[src/rtl/psr_pkg.sv]
package psr_pkg;

  typedef enum logic [1:0] {
    MODE_HOLD  = 2'b00,
    MODE_LOAD  = 2'b01,
    MODE_SHR   = 2'b10,
    MODE_SHL   = 2'b11
  } psr_mode_e;

endpackage

[src/rtl/psr_req_encoder.sv]
module psr_req_encoder
  import psr_pkg::*;
(
  input  logic      load_i,
  input  logic      shr_i,
  input  logic      shl_i,
  output psr_mode_e mode_o
);

  logic sel_hi, sel_lo;

  // Fixed priority equations: load > shift right > shift left > hold
  assign sel_hi = ~load_i & (shr_i | shl_i);
  assign sel_lo = load_i | (~shr_i & shl_i);

  assign mode_o = psr_mode_e'({sel_hi, sel_lo});

endmodule

[src/rtl/psr_bit_mux.sv]
module psr_bit_mux
  import psr_pkg::*;
(
  input  psr_mode_e mode_i,
  input  logic      own_i,
  input  logic      par_i,
  input  logic      upper_i,
  input  logic      lower_i,
  output logic      next_o
);

  always_comb begin
    unique case (mode_i)
      MODE_HOLD: next_o = own_i;
      MODE_LOAD: next_o = par_i;
      MODE_SHR:  next_o = upper_i;
      MODE_SHL:  next_o = lower_i;
      default:   next_o = own_i;
    endcase
  end

endmodule

[src/rtl/psr_store.sv]
module psr_store #(
  parameter int unsigned WIDTH = 4
) (
  input  logic             clk_i,
  input  logic             rst_ni,
  input  logic [WIDTH-1:0] d_i,
  output logic [WIDTH-1:0] q_o
);

  always_ff @(posedge clk_i or negedge rst_ni) begin
    if (!rst_ni) q_o <= '0;
    else         q_o <= d_i;
  end

endmodule

[src/rtl/prio_shift_reg.sv]
module prio_shift_reg
  import psr_pkg::*;
#(
  parameter int unsigned WIDTH = 4
) (
  input  logic             clk_i,
  input  logic             rst_ni,
  input  logic             load_i,
  input  logic             shr_i,
  input  logic             shl_i,
  input  logic [WIDTH-1:0] data_i,
  input  logic             shr_in_i,
  input  logic             shl_in_i,
  output logic [WIDTH-1:0] q_o
);

  localparam int unsigned MsbIdx = WIDTH - 1;

  psr_mode_e        mode;
  logic [WIDTH-1:0] q_next;

  psr_req_encoder u_enc (
    .load_i (load_i),
    .shr_i  (shr_i),
    .shl_i  (shl_i),
    .mode_o (mode)
  );

  for (genvar i = 0; i < WIDTH; i++) begin : g_bit
    logic upper_w, lower_w;

    if (i == MsbIdx) begin : g_top
      assign upper_w = shr_in_i;
    end else begin : g_mid_hi
      assign upper_w = q_o[i+1];
    end

    if (i == 0) begin : g_bot
      assign lower_w = shl_in_i;
    end else begin : g_mid_lo
      assign lower_w = q_o[i-1];
    end

    psr_bit_mux u_mux (
      .mode_i  (mode),
      .own_i   (q_o[i]),
      .par_i   (data_i[i]),
      .upper_i (upper_w),
      .lower_i (lower_w),
      .next_o  (q_next[i])
    );
  end

  psr_store #(.WIDTH(WIDTH)) u_store (
    .clk_i  (clk_i),
    .rst_ni (rst_ni),
    .d_i    (q_next),
    .q_o    (q_o)
  );

endmodule

[config.mk]
export PLATFORM = sky130hd
export DESIGN_NAME = prio_shift_reg
export DESIGN_NICKNAME = d
export VERILOG_FILES = /design/src/rtl/psr_pkg.sv /design/src/rtl/psr_req_encoder.sv /design/src/rtl/psr_bit_mux.sv /design/src/rtl/psr_store.sv /design/src/rtl/prio_shift_reg.sv
export SDC_FILE = /design/constraint.sdc
export NUM_CORES = 1
export LEC_CHECK = 0
export BUFFER_PORTS_ARGS = -buffer_cell sky130_fd_sc_hd__buf_2
export CAP_MARGIN = 40
export CORE_AREA = 5 5 42 44
export CTS_BUF_LIST = sky130_fd_sc_hd__clkbuf_8 sky130_fd_sc_hd__clkbuf_16
export DETAILED_ROUTE_END_ITERATION = 6
export DIE_AREA = 0 0 47 49
export PLACE_DENSITY = 0.4
export SLEW_MARGIN = 15
export SYNTH_ARGS = -nofsm -noshare
export SYNTH_HDL_FRONTEND = slang
export SYNTH_SLANG_ARGS = --single-unit
export TNS_END_PERCENT = 20
[constraint.sdc]
create_clock -name clk_i -period 0.9 [get_ports clk_i]
set_input_delay 0.09 -clock clk_i [delete_from_list [all_inputs] [get_ports clk_i]]
set_output_delay 0.09 -clock clk_i [all_outputs]
set_load 0.05 [all_outputs]
After elaboration in Yosys (flattened, before gate mapping)
Cells that the tools add are included.

Word-level logic and storage cells: 15. Output and inout port bits: 4. Input bits: 11. Register bits after elaboration: 4.

Mux-type cells: 4. Bitwise gates (word level): 6. Reductions and logical operators: 1. Eq/ne operators: 3.

Operators by type and width (count): $pmux W1 S3 (4); $eq A2 B2 Y1 const B (2); $and A1 B1 Y1 (2); $eq A2 B1 Y1 const B (1); $logic_not A2 Y1 (1); $not A1 Y1 (2); $or A1 B1 Y1 (2).

Longest topological paths before layout
Word-level depth: 5. Mapped depth: 3. Mapped depth without buffers: 2.

Modules after synthesis
A second synthesis with hierarchy kept.

Cells, all modules: 14. Area total of the unflattened synthesis: 224.0 µm².

Modules (own cells, without submodules): psr_store (cells each 4, instances 1, seq. area each 100.1 µm², area each 100.1 µm²); psr_bit_mux (cells each 1, instances 4, seq. area each 0.0 µm², area each 22.5 µm²); psr_req_encoder (cells each 6, instances 1, seq. area each 0.0 µm², area each 33.8 µm²).

Worst setup path after synthesis
No wires, ideal clock.

Path kind: reg2reg. Start point: register u_store.q_o[1]. End point: register u_store.q_o[2]. Required time: 0.796 ns. Arrival time: 0.662 ns. Buffers on the path: 0. Setup slack: 0.134 ns. Setup time: 0.104 ns. Cell stages (with the launch flop): 3. Clock period less this slack: 0.766 ns. Cell sequence: dfrtp_1 > mux2i_1 > a221oi_1.

Cells in the longest elaborated chain, start to end: 1.

RTL lines: start: declaration (line psr_store.sv:7) `output logic [WIDTH-1:0] q_o`; start signal: assignment (line psr_store.sv:12) `else q_o <= d_i;`; $pmux W1 S3 (line psr_bit_mux.sv:13) `unique case (mode_i)`.

Every way passes these cells. A chain may end at the register's enable or synchronous reset.

Final worst setup path
Start point: register u_store.q_o[1]. End point: output q_o[1].

RTL lines: end: declaration (line prio_shift_reg.sv:14) `output logic [WIDTH-1:0] q_o`.

No word-level cell between the ends.

==> metrics.md <==
| Metric | Value |
|---|---|
| Remaining global-route overflow | 0 |
| Layout cells sized above 1 | between 40% and 50% |
| Mean area per synthesized cell | 9.78 µm² |
| Number of H-tree levels | 1 |
| Clock Tree Buf Depth | 2 |
| Max Cap Viol | 0 |
| Initial DRC Count | 5 |
| Layout fillers | around 170 |
| Sw frac | about 29% |
| Yosys cell types | 9 |
| RSZ-0062 raised after global routing | yes |
| Die width | about 47 µm |
| Mapped Cells | 27 |
| CP Depth | 1 |
| Slew Viols, Final | 0 |
| Vias in the first global route | approximately 260 |
| CP max-delay cell | dfrtp_1 |
| Top flop regs | u_store.q_o (4) |
| Wire per inst | around 12 µm |
| Row cnt | 14 |
| Initial core utilization | between 10% and 20% |
| Core box area | between 1000 and 1500 µm² |
| Area growth syn-to-layout | 51.2% |
| Biggest register | u_store.q_o |
| Initial antenna violation count | 0 |
| Slew @ Worst Pin | approximately 0.37 ns |
| First-pass GRT wire length | 1020 µm |
| Period utilization | between 90% and 100% |
| Maximum VDD drop | 0.578 mV |
| CP Buf/Inv Count | 1 |
| Design Area, Final | ~400 µm² |
| Design Power | 798 µW |
| Type of the worst min-delay path | input pin to flip-flop |
| Required time of the critical path | a little over 0.8 ns |
| Clock-pin slew on the worst setup and hold paths | around 0.030 ns |
| Final setup vio count | 0 |
| Number of setup buffers added after CTS | 0 |
| Syn nets | 38 |
| Crit path cell chain | buf_6 |
| Gate power share | 25.6% |
| Hold Path Origin | data_i[2] |
| Num CTS Buffers | 3 |
| Reg-to-Reg Start | u_store.q_o[1] |
| Largest register FFs | 4 |
| Final HPWL DP | about 540 µm |
| Final Hold Vio Count | 0 |
| Drt pass-1 iters | 4 |
| I/O Buffers | 14 |
| Crit-path leading delay family | flip-flops |
| P_leak | roughly 0.00019 µW |
| Min Hold Slack | 0.119 ns |
| Post-route antenna net violation count | 0 |
| Vias | 236 |
| Seq pwr share | 27.7% |
| Drt drc | 0 |
| Die Ht | 49 µm |
| CTS tree | yes |
| Placed standard-cell area | roughly 310 µm² |
| Yosys reg bits | 4 |
| Reg-to-reg endpoint | u_store.q_o[1] |
| Fmax | between 1000 and 1500 MHz |
| Layout Nets | between 50 and 60 |
| Cell area power density | roughly 2000 nW/µm² |
| Commonest non-fill, non-tap cell in the layout | buf_2 |
| Worst skew pair latency | 0.22 ns |
| Worst Path Max Fanout | 4 |
| Worst clock skew | ~0.0021 ns |
| Placed cells | 51 |
| Status | finished, final reports clean |
| Critical Path Source Type | flip-flop |
| Most frequent cells in the layout | buf_2 (10), inv_1 (4), mux2i_1 (4), nor3b_1 (4), dfrtp_1 (4) |
| # diodes | 0 |
| Routed WL | 655 µm |
| Seq/Total Area, Yosys | 37.9% |
| Post-Syn Area | ~260 µm² |
| Crit. Startpoint | u_store.q_o[1] |
| Crit path kind | flip-flop to output port |
| Largest net degree at the start of global routing | 10 |
| # IOs | 15 |
| Die Area | between 2000 and 2500 µm² |
| Max incr delay on CP | 0.40 ns |
| CP Capture Type | output port |
| GRT Total Usage | 6.42% |
| R2R Setup Slk | 0.02 ns |
| WP data arrival | ~0.8 ns |
| Clk pwr share | between 40% and 50% |
| Switching Power | approximately 230 µW |
| Final GP Congestion | between 0.6 and 0.7 |
| Synth Warn # | 0 |
| Worst rel slew slack | 75.4% |
| Vias per Instance | ~4.3 |
| Hold EP | u_store.q_o[2] |
| Clock root cell | clkbuf_8 |
| Internal | ~570 µW |
| R2R depth | 2 |
| Fin cells | 55 |
| Hold path depth | 3 |
| Clock Sinks | 4 |
| Min cycle time layout | 0.892 ns |
==> synth_stat cells <==
cell,n,area share (%)
a221oi_1,4,13
buf_2,1,1.9
buf_4,4,11
clkbuf_2,1,1.9
dfrtp_1,4,38
inv_1,4,5.7
mux2i_1,4,15
nor2_1,1,1.4
nor3b_1,4,11
==> final cells by class <==
type	count	area (µm²)	area share, %
inverters	4	15.0	3.76
clock buffers	3	41.3	10.3
repair buffers	15	101	25.4
well taps	16	20.0	5.02
multi-input cells	13	121	30.4
flip-flops and latches	4	100	25.1
==> tightest hold or removal path: stages <==
cell and delay, ns:
buf_2 0.09, inv_1 0.05, a221oi_2 0.05
==> worst max path at each step <==
stage	to
floorplan	u_store.q_o[2]
global placement	u_store.q_o[1]
detailed placement	u_store.q_o[1]
CTS	u_store.q_o[1]
global route	q_o[1]
finish	q_o[1]
==> per-stage QoR <==
stage | utilization, % | TNS [ns] | setup slack, ns
2_1_floorplan | - | 0 | 0.134
6_report | 28.5 | 0 | 0.00776
3_5_place_dp | 22.4 | 0 | 0.0258
4_1_cts | 27.3 | -0.00739 | -0.00739
3_3_place_gp | 22.4 | 0 | 0.0687
5_1_grt | 28.5 | -0.0559 | -0.0224
==> cell families after synthesis <==
family	Yosys count	synth area share [%]
compound gates	4	13.3
buf+inv	10	20.8
flops	4	37.9
mux	4	15.2
simple gates	5	12.8
==> power by group through the flow <==
| stage | clock [µW] | combinational, µW | sequential (µW) |
|---|---|---|---|
| finish | 373 | 204 | 221 |
| floorplan | 0 | 152 | 215 |
| global placement | 0 | 172 | 218 |
| CTS | 380 | 195 | 220 |
| global route | 400 | 217 | 224 |
| detailed placement | 0 | 174 | 220 |
==> metal layers <==
layer | vias to the layer above | routed length, µm | track usage, %
met5 | - | 0 | 0
met4 | 0 | 0 | 5.53
met3 | 0 | 90 | 4.80
met2 | 13 | 306 | 7.01
met1 | 108 | 259 | 7.73
li1 | 115 | - | -
==> timing repair <==
item,CTS,global route
setup endpoints to repair,4,6
hold buffers,1,0
hold endpoints to repair,4,0
resized for setup,6,3
pin swaps,0,2
(Power assumes the default switching activity.)
